===== src/rtl/msamp_pkg.sv =====
// Package: shared constants and types for the periodic miss address sampler.
// Assumes two sample slots, low first, in the status word.
package msamp_pkg;

    localparam int NUM_SLOTS = 2;
    localparam int SLOT_LO   = 0;
    localparam int SLOT_HI   = 1;

    // Transaction kind as stored in the type bit of a slot.
    typedef enum logic {
        TXN_XCHG = 1'b0,
        TXN_READ = 1'b1
    } txn_kind_e;

endpackage


===== src/rtl/msamp_counter.sv =====
// Module: msamp_counter
// Free-running modulo-PERIOD counter of qualifying transactions.
// Assumes adv_i is high for exactly one cycle per qualifying transaction.
// Only reset clears the counter; nothing else reloads it.
module msamp_counter #(
    parameter int PERIOD = 64,
    localparam int CNT_W = $clog2(PERIOD)
) (
    input  logic             clk,
    input  logic             rst_n,
    input  logic             adv_i,
    output logic [CNT_W-1:0] cnt_o
);

    localparam logic [CNT_W-1:0] LAST = CNT_W'(PERIOD - 1);

    logic [CNT_W-1:0] cnt_q;

    // Step by one per qualifying transaction and wrap after the last value.
    always_ff @(posedge clk) begin
        if (!rst_n) begin
            cnt_q <= '0;
        end else if (adv_i) begin
            cnt_q <= (cnt_q == LAST) ? '0 : cnt_q + 1'b1;
        end
    end

    assign cnt_o = cnt_q;

    // no qualifying transaction means no movement
    p_count_hold_r1: assert property (@(posedge clk) disable iff (!rst_n)
        !adv_i |=> $stable(cnt_o));

    // each qualifying transaction moves the count one step, with wrap
    p_count_step_r1: assert property (@(posedge clk) disable iff (!rst_n)
        adv_i |=> (cnt_o == (($past(cnt_o) == LAST) ? '0 : $past(cnt_o) + 1'b1)));

endmodule


===== src/rtl/msamp_slot.sv =====
// Module: msamp_slot
// One 32-bit sample slot: {address, type, valid}. Captures when a qualifying
// transaction arrives at this slot's counter phase while the slot is empty,
// then holds until a write-one-to-clear strobe. A capture beats a clear.
// Assumes cnt_i is the counter value before this transaction is counted.
module msamp_slot
    import msamp_pkg::*;
#(
    parameter int ADDR_W = 30,
    parameter int CNT_W  = 6,
    parameter int PHASE  = 0
) (
    input  logic              clk,
    input  logic              rst_n,
    input  logic              qual_i,
    input  logic [CNT_W-1:0]  cnt_i,
    input  logic [ADDR_W-1:0] addr_i,
    input  txn_kind_e         kind_i,
    input  logic              clr_i,
    output logic [ADDR_W+1:0] word_o,
    output logic              valid_o
);

    localparam logic [CNT_W-1:0] PH = CNT_W'(PHASE);

    logic [ADDR_W-1:0] addr_q;
    txn_kind_e         kind_q;
    logic              valid_q;
    logic              take;

    // Capture condition: right phase, qualifying transaction, slot empty.
    always_comb begin
        take = qual_i && (cnt_i == PH) && !valid_q;
    end

    // Data fields load only on a capture; reset zeroes them.
    always_ff @(posedge clk) begin
        if (!rst_n) begin
            addr_q <= '0;
            kind_q <= TXN_XCHG;
        end else if (take) begin
            addr_q <= addr_i;
            kind_q <= kind_i;
        end
    end

    // Valid flag: set by capture, cleared by strobe, capture first.
    always_ff @(posedge clk) begin
        if (!rst_n) begin
            valid_q <= 1'b0;
        end else if (take) begin
            valid_q <= 1'b1;
        end else if (clr_i) begin
            valid_q <= 1'b0;
        end
    end

    assign word_o  = {addr_q, kind_q, valid_q};
    assign valid_o = valid_q;

    // a capture shows the transaction with valid set one cycle later
    p_capture_r2: assert property (@(posedge clk) disable iff (!rst_n)
        (qual_i && (cnt_i == PH) && !valid_o) |=>
            (valid_o && (word_o[ADDR_W+1:2] == $past(addr_i)) && (word_o[1] == $past(kind_i))));

    // a full slot keeps its fields
    p_frozen_r3: assert property (@(posedge clk) disable iff (!rst_n)
        valid_o |=> $stable(word_o[ADDR_W+1:1]));

    // the flag only rises after a qualifying transaction at this phase
    p_phase_only_r4: assert property (@(posedge clk) disable iff (!rst_n)
        $rose(valid_o) |-> $past(qual_i && (cnt_i == PH)));

    // a clear with no capture empties the slot
    p_clear_r5: assert property (@(posedge clk) disable iff (!rst_n)
        (clr_i && !(qual_i && (cnt_i == PH))) |=> !valid_o);

    // a capture that meets a clear still fills the slot
    p_capture_wins_r6: assert property (@(posedge clk) disable iff (!rst_n)
        (clr_i && qual_i && (cnt_i == PH) && !valid_o) |=> valid_o);

endmodule


===== src/rtl/miss_addr_sampler.sv =====
// Module: miss_addr_sampler (top)
// Periodic sampler of miss-caused read/exchange addresses into a 64-bit
// read-only word made of two slots that capture at counter phases
// HI_SKEW apart. Assumes txn_stb marks one bus transaction per cycle and
// that the caller has already filtered it to miss-caused reads/exchanges.
module miss_addr_sampler
    import msamp_pkg::*;
#(
    parameter int ADDR_W   = 30,
    parameter int PERIOD   = 64,
    parameter int LO_PHASE = 0,
    parameter int HI_SKEW  = 62
) (
    input  logic                          clk,
    input  logic                          rst_n,
    input  logic                          txn_stb,
    input  logic [ADDR_W-1:0]             txn_addr,
    input  logic                          txn_read,
    input  logic                          txn_skip_bit,
    input  logic                          clr_lo,
    input  logic                          clr_hi,
    output logic [NUM_SLOTS*(ADDR_W+2)-1:0] reg_rdata,
    output logic [NUM_SLOTS-1:0]          valid_flags
);

    localparam int SLOT_W = ADDR_W + 2;
    localparam int CNT_W  = $clog2(PERIOD);

    logic                 qual;
    logic [CNT_W-1:0]     cnt;
    logic [NUM_SLOTS-1:0] clr_vec;
    txn_kind_e            kind;

    // Qualify the strobe and gather per-slot clears.
    always_comb begin
        qual    = txn_stb && !txn_skip_bit;
        clr_vec = {clr_hi, clr_lo};
        kind    = txn_kind_e'(txn_read);
    end

    msamp_counter #(
        .PERIOD (PERIOD)
    ) u_counter (
        .clk   (clk),
        .rst_n (rst_n),
        .adv_i (qual),
        .cnt_o (cnt)
    );

    for (genvar s = 0; s < NUM_SLOTS; s++) begin : g_slot
        localparam int PH = (s == SLOT_LO) ? LO_PHASE : (LO_PHASE + HI_SKEW) % PERIOD;

        msamp_slot #(
            .ADDR_W (ADDR_W),
            .CNT_W  (CNT_W),
            .PHASE  (PH)
        ) u_slot (
            .clk     (clk),
            .rst_n   (rst_n),
            .qual_i  (qual),
            .cnt_i   (cnt),
            .addr_i  (txn_addr),
            .kind_i  (kind),
            .clr_i   (clr_vec[s]),
            .word_o  (reg_rdata[s*SLOT_W +: SLOT_W]),
            .valid_o (valid_flags[s])
        );
    end

    // reset leaves both slots empty and the word zero
    p_reset_clears_r8: assert property (@(posedge clk)
        !rst_n |=> ((valid_flags == '0) && (reg_rdata == '0)));

    // exported flags mirror the valid bits of the word
    p_mirror_r9: assert property (@(posedge clk) disable iff (!rst_n)
        valid_flags == {reg_rdata[SLOT_W], reg_rdata[0]});

endmodule


===== config.mk =====
export PLATFORM = sky130hd
export DESIGN_NAME = miss_addr_sampler
export DESIGN_NICKNAME = d
export VERILOG_FILES = /design/src/rtl/msamp_pkg.sv /design/src/rtl/msamp_counter.sv /design/src/rtl/msamp_slot.sv /design/src/rtl/miss_addr_sampler.sv
export SDC_FILE = /design/constraint.sdc
export NUM_CORES = 1
export LEC_CHECK = 0
export BUFFER_PORTS_ARGS = -buffer_cell sky130_fd_sc_hd__buf_2
export CORE_ASPECT_RATIO = 1.25
export CORE_MARGIN = 2
export CORE_UTILIZATION = 40
export DETAILED_ROUTE_END_ITERATION = 6
export GPL_ROUTABILITY_DRIVEN = 0
export PLACE_DENSITY = 0.66
export SYNTH_ARGS = -nofsm -noshare
export SYNTH_HDL_FRONTEND = slang
export SYNTH_SLANG_ARGS = --single-unit

===== constraint.sdc =====
create_clock -name clk -period 4.17 [get_ports clk]
set_clock_uncertainty 0.05 [all_clocks]
set_input_delay 1.251 -clock clk [delete_from_list [all_inputs] [get_ports clk]]
set_output_delay 1.251 -clock clk [all_outputs]
set_load 0.005 [all_outputs]

==> results of run 1 <==
metal layers:
layer	global-route usage, %	vias up	share of wire (%)
li1	-	1299	-
met1	24.7	1232	44
met2	30.1	75	50
met3	4.58	2	5.4
met4	7.43	0	0.65
met5	0	-	0
how the worst max path moves through the flow:
stage | from | to | slack [ps] | cells past startpoint
detailed placement | txn_skip_bit | g_slot[1].u_slot.addr_q[21] | 1140 | 5
global placement | txn_skip_bit | g_slot[0].u_slot.addr_q[11] | 1210 | 4
floorplan | txn_skip_bit | g_slot[1].u_slot.addr_q[0] | 1760 | 4
CTS | txn_skip_bit | g_slot[1].u_slot.addr_q[21] | 1520 | 5
finish | txn_skip_bit | g_slot[1].u_slot.addr_q[21] | 1500 | 5
global route | txn_skip_bit | g_slot[0].u_slot.addr_q[14] | 1390 | 4
placed cells by master, fill, tap and decap left out, drive strengths merged, types with 2 or more instances in the layout:
| cell | n |
|---|---|
| o21ai | 33 |
| nand3 | 33 |
| buf | 106 |
| or4 | 2 |
| mux2i | 31 |
| nand2 | 69 |
| inv | 3 |
| ha | 3 |
| nor2 | 2 |
| dfxtp | 70 |
| nor2b | 3 |
| clkbuf | 11 |
| nor4 | 2 |
| bufinv | 3 |
| a21oi | 37 |
flip-flops by register name, indices dropped and copies added (netlist names):
name	count
g_slot.u_slot.kind_q	2
g_slot.u_slot.addr_q	60
u_counter.cnt_o	6
g_slot.u_slot.valid_o	2
worst min-delay path, stage by stage, from the launching register on:
cell and delay [ps]:
dfxtp_1 310, nand2_1 50, mux2i_1 50
cells in the mapped netlist:
master | count | area (um^2)
dfxtp_1 | 70 | 1400
nand2_1 | 69 | 259
a21oi_1 | 37 | 185
nand3_1 | 32 | 160
mux2i_1 | 31 | 310
o21ai_0 | 28 | 140
clkbuf_1 | 17 | 63.8
buf_2 | 8 | 40.0
buf_4 | 6 | 45.0
o21ai_1 | 5 | 25.0
buf_6 | 3 | 33.8
ha_1 | 3 | 37.5
inv_1 | 3 | 11.3
nor2b_1 | 3 | 18.8
nor2_1 | 2 | 7.51
a311oi_1 | 1 | 8.76
a41oi_1 | 1 | 8.76
nand2b_1 | 1 | 6.26
nand3_2 | 1 | 10.0
nand3b_1 | 1 | 7.51
nor4_2 | 1 | 12.5
nor4_4 | 1 | 21.3
nor4bb_1 | 1 | 10.0
o211ai_1 | 1 | 7.51
o21a_1 | 1 | 7.51
o31ai_1 | 1 | 7.51
or3_1 | 1 | 6.26
or4_1 | 1 | 7.51
or4_4 | 1 | 11.3
or4bb_1 | 1 | 11.3
xor2_1 | 1 | 8.76
stage by stage:
step	area (um^2)	setup WS (ps)	hold WS [ps]	util [%]
6_report	3630	1500	408	52.1
4_1_cts	3630	1520	410	52.1
3_5_place_dp	3390	1140	399	48.5
5_1_grt	3630	1390	430	52.1
2_1_floorplan	2890	1760	385	-
3_3_place_gp	3390	1210	389	48.5
area by class of cell:
class	count	area [um^2]
repair buffers	106	541
clock inverters	5	106
flip-flops and latches	70	1400
inverters	3	11.3
well taps	90	113
fillers	695	3340
multi-input cells	226	1320
clock buffers	11	141
where the power goes:
| group | internal, mW | leakage (nW) | total, mW | switching, mW |
|---|---|---|---|---|
| clock | 0.415 | 0.120 | 0.667 | 0.252 |
| sequential | 0.684 | 0.567 | 0.694 | 0.00990 |
| combinational | 0.0470 | 0.850 | 0.120 | 0.0734 |
cell families (layout without fill, tap and decap cells):
kind of cell	Yosys count	after routing	synth area share, %
mux	31	31	10.7
simple gates	116	116	19.0
buf+inv	37	125	6.71
compound gates	75	75	13.5
fa+ha+maj	3	3	1.30
xor+xnor	1	1	0.303
flops	70	70	48.5
==> metrics.txt, run 1 <==
pwr dens=408 mW/mm^2; non-filler instance count after layout=about 510; root buf cell=clkbuf_8; worst hold path cell count=2; worst reg2reg path depth=5; Crit Path Category=in2reg; Max Fclk=~0.37 GHz; area of the die=0.00793 mm^2; total gr overflow=0; First-pass DRT Iterations=4; n_diodes=0; Die Y=roughly 99 um; Initial DRC Count=162; R2R Setup Slk=1960 ps; Tmin final=2670 ps; hold wc startpoint=g_slot[1].u_slot.addr_q[10]; setup repair bufs after CTS=0; drt total wl=between 7 and 8 mm; Buffers on Ports=102; Worst slew margin=18.5%; TritonCTS clock tree=done; WP buf/inv=2; Hold Crit Class=reg2reg; setup TNS=0 ps; first-pass GRT wire length=11.8 mm; Syn Area/Cell=8.68 um^2; area grow syn2layout=25.7%; # nets final=~460; synthesized instance count=333; Max-Cap Viols=0; Post-DP HPWL=4.96 mm; post-cts sizing count=0; P_leak=1.54 nW; Netlist cell types=31; Hold EP=g_slot[1].u_slot.addr_q[10]; synthesized area=0.00289 mm^2; Via-to-Cell Ratio=between 5 and 6; YS warnings=0; status=finished, final reports clean; post-DR wirelength/cell=14.8 um; Inserted Clock Buffers=9; num rows=34; crit share post-route=64.0%; H-tree levels=3; Worst Path Arrival=2880 ps; Largest stage delay, worst path=520 ps; RSZ-0062 raised after global routing=false; vias in the first global route=2,389; Core Box Area=0.00698 mm^2; RR Endpoint=g_slot[0].u_slot.addr_q[14]; deepest clock path buffer count=2; Placed Instances=495; Clock Latency Late Sink=340 ps; Worst Setup End Kind=flip-flop; kind of cell adding the most delay to the critical path=simple AND/OR/NAND/NOR gates; Cell Chain, Critical Path=buf_2 -> nand2b_1 -> nor4_4 -> buf_4 -> mux2i_1; CTS clk-pin slew, worst paths=80 ps; sequential fraction of the synthesis area=48.5%; Tot Pwr=1.48 mW; Worst setup SP type=input port; hold_buf cts=0; CP max-delay cell=buf_4; initial antenna violation count=0; Post-Syn Nets=373; WP data required=around 4400 ps; worst-margin pin slew=between 1000 and 1500 ps; largest net degree at the start of global routing=64; maximum vdd ir drop=0.242 mV; via count=between 2,000 and 3,000; Reg2Reg Launch Point=u_counter.cnt_o[0]; Ports=about 100; DRC=0; final hold vios=0; CTS sink count=70; layout cells sized above 1=about 30%; starting density of the core=between 40% and 50%; Slew Limit Fails=0; critical path peak fanout=28; antenna viol nets, final=0; chip width=about 80 um; Overall Global Routing Usage=19.0%; register bit total from synthesis=70; Setup Viol. Count Final=0
No activity file was read; power rests on OpenSTA's default activity.
==> inputs of run 2 (changes only) <==
- clock period: 4.17 -> 2.55 ns (I/O delays scaled with it)
==> run 2 against run 1 <==
Total power increased by 60%. Die area did not move. Clock power increased by 56%.
==> metrics.txt, run 2 (synthesis gave the netlist of run 1 again) <==
status=finished, final reports clean; worst-margin pin slew=538 ps (-683 ps); Max Fclk=0.542 GHz; # nets final=460 (+0.88%); hold_buf cts=0 (unchanged); final instance area=0.00366 mm^2 (+0.79%); Setup Viol. Count Final=0 (unchanged); Tmin final=roughly 1800 ps; First-pass DRT Iterations=4 (unchanged); Slew Limit Fails=0 (unchanged); Biggest register=g_slot.u_slot.addr_q; crit share post-route=72.4%; Initial DRC Count=154 (-4.9%); via count=2,655 (+1.8%); worst reg2reg path depth=6 (+1); Cell Area, Placed=0.00343 mm^2 (+1.3%); most common cell after layout, fill and taps aside=buf_2; deepest clock path buffer count=2 (unchanged); Post-DP HPWL=5.16 mm (+4.1%); starting density of the core=41.4% (unchanged); first-pass GRT wire length=12.0 mm (+1.6%); RSZ-0062 raised after global routing=false; area of the die=0.00793 mm^2 (unchanged); most frequent cells in the layout=102 x buf_2, 70 x dfxtp_1, 69 x nand2_1; Via-to-Cell Ratio=5.16 (+1.0%); pwr dens=649 mW/mm^2 (+59%); Overall Global Routing Usage=19.5% (+0.55 points); post-cts sizing count=0 (unchanged); Ports=103 (unchanged); Hold Crit Class=reg2reg; num rows=34 (unchanged); H-tree levels=3 (unchanged); CTS clk-pin slew, worst paths=70 ps (about the same); P_leak=1.56 nW (+1.6%); worst hold path cell count=2 (unchanged); fillcell total=681 (-2.0%); Buffers on Ports=102 (unchanged); Worst setup SP type=input port; TritonCTS clock tree=done; maximum vdd ir drop=0.305 mV (+26%); setup repair bufs after CTS=0 (unchanged); Clock Latency Late Sink=340 ps (about the same); WP data required=2770 ps (-1610 ps); Inserted Clock Buffers=9 (unchanged); initial antenna violation count=0 (unchanged); Die Y=99.1 um (unchanged); largest net degree at the start of global routing=45 (-30%); Max-Cap Viols=0 (unchanged); DRC=0 (unchanged); chip width=80.0 um (unchanged); Core Box Area=0.00698 mm^2 (unchanged); max FFs per register=60 (unchanged); antenna viol nets, final=0 (unchanged); layout cells sized above 1=30.6% (+0.66 points); vias in the first global route=2,439 (+2.1%); Worst slew margin=63.8% (+45 points); total gr overflow=0 (unchanged); critical path peak fanout=21 (-25%); n_diodes=0 (unchanged); final hold vios=0 (unchanged); drt total wl=7.61 mm (+0.86%); setup TNS=0 ps (unchanged); CTS sink count=70 (unchanged); Crit Path Category=in2reg; Worst Path Arrival=2070 ps (-810 ps); root buf cell=clkbuf_8; Worst Setup End Kind=flip-flop; area grow syn2layout=26.7%; post-DR wirelength/cell=14.8 um (about the same)
## run 2: layout make-up
| cell class | instances | area, um^2 | share of cell area, % |
|---|---|---|---|
| Clock buffer | 13 | 169 | 4.61 |
| Clock inverter | 3 | 65.1 | 1.78 |
| Inverter | 3 | 11.3 | 0.307 |
| Multi-Input combinational cell | 226 | 1320 | 36.0 |
| Sequential cell | 70 | 1400 | 38.3 |
| Tap cell | 90 | 113 | 3.07 |
| Timing Repair Buffer | 110 | 583 | 15.9 |
## run 2: per-stage QoR
stage / instances / setup WS, ps / total power [mW] / util (%) / hold WS, ps
finish: 515 / 704 / 2.38 / 52.5 / 407
global route: 515 / 576 / 2.47 / 52.5 / 432
CTS: 515 / 696 / 2.40 / 52.5 / 408
detailed placement: 499 / 335 / 1.36 / 49.1 / 395
global placement: 499 / 427 / 1.36 / 49.1 / 391
floorplan: 333 / 630 / 1.27 / - / 385
## run 2: power by group
part | switching (mW) | internal (mW) | leakage, nW
combinational | 0.122 | 0.0818 | 0.874
clock | 0.409 | 0.630 | 0.120
sequential | 0.0150 | 1.12 | 0.567
total | 0.545 | 1.83 | 1.56
## run 2: metal layers
layer | share of wire [%] | routed length [um] | vias to the layer above | global-route usage [%]
li1 | - | - | 1308 | -
met1 | 42 | 3200 | 1234 | 23.5
met2 | 49 | 3720 | 97 | 32.2
met3 | 6.6 | 502 | 16 | 5.77
met4 | 2.5 | 187 | 0 | 7.95
met5 | 0 | 0 | - | 0
## run 2: final timing paths
path,start,slack (ps),to
worst max register to register,u_counter.cnt_o[0],760,g_slot[0].u_slot.addr_q[8]
worst min register to register,g_slot[1].u_slot.addr_q[14],410,g_slot[1].u_slot.addr_q[14]
worst min-delay path,g_slot[1].u_slot.addr_q[14],410,g_slot[1].u_slot.addr_q[14]
worst max-delay path,txn_skip_bit,700,g_slot[1].u_slot.addr_q[25]
## run 2: critical path, cell delays in order
cell,delay (ps)
buf_2,130
nand2b_1,230
nor4_4,300
buf_4,390
mux2i_1,240
==> inputs of run 3 (changes only) <==
- PLACE_DENSITY: 0.66 -> 0.69
- clock period: 2.55 -> 1.6 ns (I/O delays scaled with it)
==> run 3 against run 2 <==
The run now ends with setup timing left. Critical path depth grew 1. Global-route usage shrank 0.12 points. Sequential cell count stayed put. Wire length rose by 7.9%. Critical path type is now reg2reg.
==> metrics.txt, run 3 (synthesis gave the netlist of run 1 again) <==
Worst Setup End Kind=flip-flop; CTS clk-pin slew, worst paths=80 ps (about the same); antenna viol nets, final=0 (unchanged); pre-CTS setup slack=-148 ps (-484 ps); Buffers on Ports=102 (unchanged); largest net degree at the start of global routing=47 (+4.4%); Inserted Clock Buffers=9 (unchanged); Worst setup SP type=flip-flop; Tmin final=1640 ps; via count=2,779 (+4.7%); Max Fclk=0.610 GHz; total gr overflow=0 (unchanged); Initial DRC Count=115 (-25%); drt total wl=8.21 mm (+7.9%); Die Y=99.1 um (unchanged); deepest clock path buffer count=2 (unchanged); H-tree levels=3 (unchanged); Biggest register=g_slot.u_slot.addr_q; non-filler instance count after layout=532 (+3.3%); CTS sink count=70 (unchanged); failing checks=setup timing; status=complete, but fails checks; Worst slew margin=78.6% (+15 points); chip width=80.0 um (unchanged); Setup Viol. Count Final=21 (+21); first-pass GRT wire length=12.2 mm (+1.3%); WP data required=1780 ps (-990 ps); Slew Limit Fails=0 (unchanged); P_leak=1.69 nW (+8.2%); # nets final=477 (+3.7%); Via-to-Cell Ratio=5.22 (+1.3%); Clock Latency Late Sink=340 ps (about the same); critical path peak fanout=8 (-62%); Placed Instances=509 (+2.0%); Max-Cap Viols=0 (unchanged); Ports=103 (unchanged); RSZ-0062 raised after global routing=true; area grow syn2layout=39.2%; n_diodes=0 (unchanged); area of the die=0.00793 mm^2 (unchanged); Final Worst Setup Slack=-39.8 ps (-743 ps); Worst Path Arrival=1820 ps (-250 ps); Post-DP HPWL=5.10 mm (-1.1%); hold_buf cts=0 (unchanged); starting density of the core=41.4% (unchanged); num rows=34 (unchanged); Crit Path Category=reg2reg; most frequent cells in the layout=102 x buf_2, 69 x nand2_1, 65 x dfxtp_1; TritonCTS clock tree=done; max FFs per register=60 (unchanged); Core Box Area=0.00698 mm^2 (unchanged); maximum vdd ir drop=0.497 mV (+63%); WHS=345 ps (-62.0 ps); Overall Global Routing Usage=19.4% (-0.12 points); layout cells sized above 1=41.9% (+11 points); initial antenna violation count=0 (unchanged); vias in the first global route=2,569 (+5.3%); worst-margin pin slew=321 ps (-217 ps); final core utilization=57.7% (+5.2 points); most common cell after layout, fill and taps aside=buf_2; setup TNS=-405 ps (-405 ps); Hold Crit Class=in2reg; DRC=0 (unchanged); final hold vios=0 (unchanged); First-pass DRT Iterations=4 (unchanged); post-DR wirelength/cell=15.4 um (+4.4%); crit share post-route=102%; pwr dens=898 mW/mm^2 (+38%); root buf cell=clkbuf_8
[run 3: cell types whose count changed in the layout (fill, tap and decap cells not counted), moves of 3 or more]
cell       previous run  this run
a21oi_2               0         3
o21ai_0              28         2
o21ai_4               0         3
buf_4                 7        14
clkbuf_16             0         3
a21oi_1              37        34
buf_12                1         5
clkinv_2              1         4
clkbuf_8             12         9
dfxtp_2               0         3
o21ai_2               0        22
dfxtp_1              70        65
[run 3: power by group]
| group | internal (mW) | switching [mW] |
|---|---|---|
| clock network | 0.708 | 0.669 |
| registers | 1.78 | 0.0310 |
| logic | 0.188 | 0.238 |
| total | 2.68 | 0.937 |
[run 3: path summary, 6_finish.rpt]
check / start / to / slack, ps / cells past startpoint
worst max register to register: u_counter.cnt_o[1] / g_slot[0].u_slot.addr_q[25] / -40 / 6
worst min-delay path: txn_addr[4] / g_slot[1].u_slot.addr_q[4] / 340 / 3
worst max-delay path: u_counter.cnt_o[1] / g_slot[0].u_slot.addr_q[25] / -40 / 6
worst min register to register: g_slot[1].u_slot.addr_q[24] / g_slot[1].u_slot.addr_q[24] / 400 / 2
[run 3: stage by stage]
stage	instance area [um^2]	power, mW
5_1_grt	4020	3.77
6_report	4020	3.61
3_5_place_dp	3550	2.20
4_1_cts	3750	3.57
3_3_place_gp	3550	2.19
2_1_floorplan	2890	2.02
[run 3: worst max-delay path: stages, from the launching register on]
cell       delay (ps)
dfxtp_2           330
inv_2              70
ha_4              130
or4bb_4           530
clkbuf_16         210
o21ai_2           120
a21oi_1            80
[run 3: cell type report]
type                    instances  area, um^2
inverters                       3        13.8
clock buffers                   9         124
flip-flops and latches         70        1410
fillers                       639        2950
clock inverters                 7        65.1
well taps                      90         113
repair buffers                126         813
multi-input cells             227        1480
[run 3: layer usage]
layer,part of all wire (%),track usage [%],wire [um]
met5,0,0,0
met4,1.3,7.04,105
met1,42,24.3,3460
met3,5.7,4.67,465
met2,51,32.1,4180
[run 3: timing repair]
item	4_1_cts	5_1_grt
cloned	0	6
pin swaps	0	22
setup endpoints to repair	41	62
buffers inserted	0	1
gates resized for setup	10	65
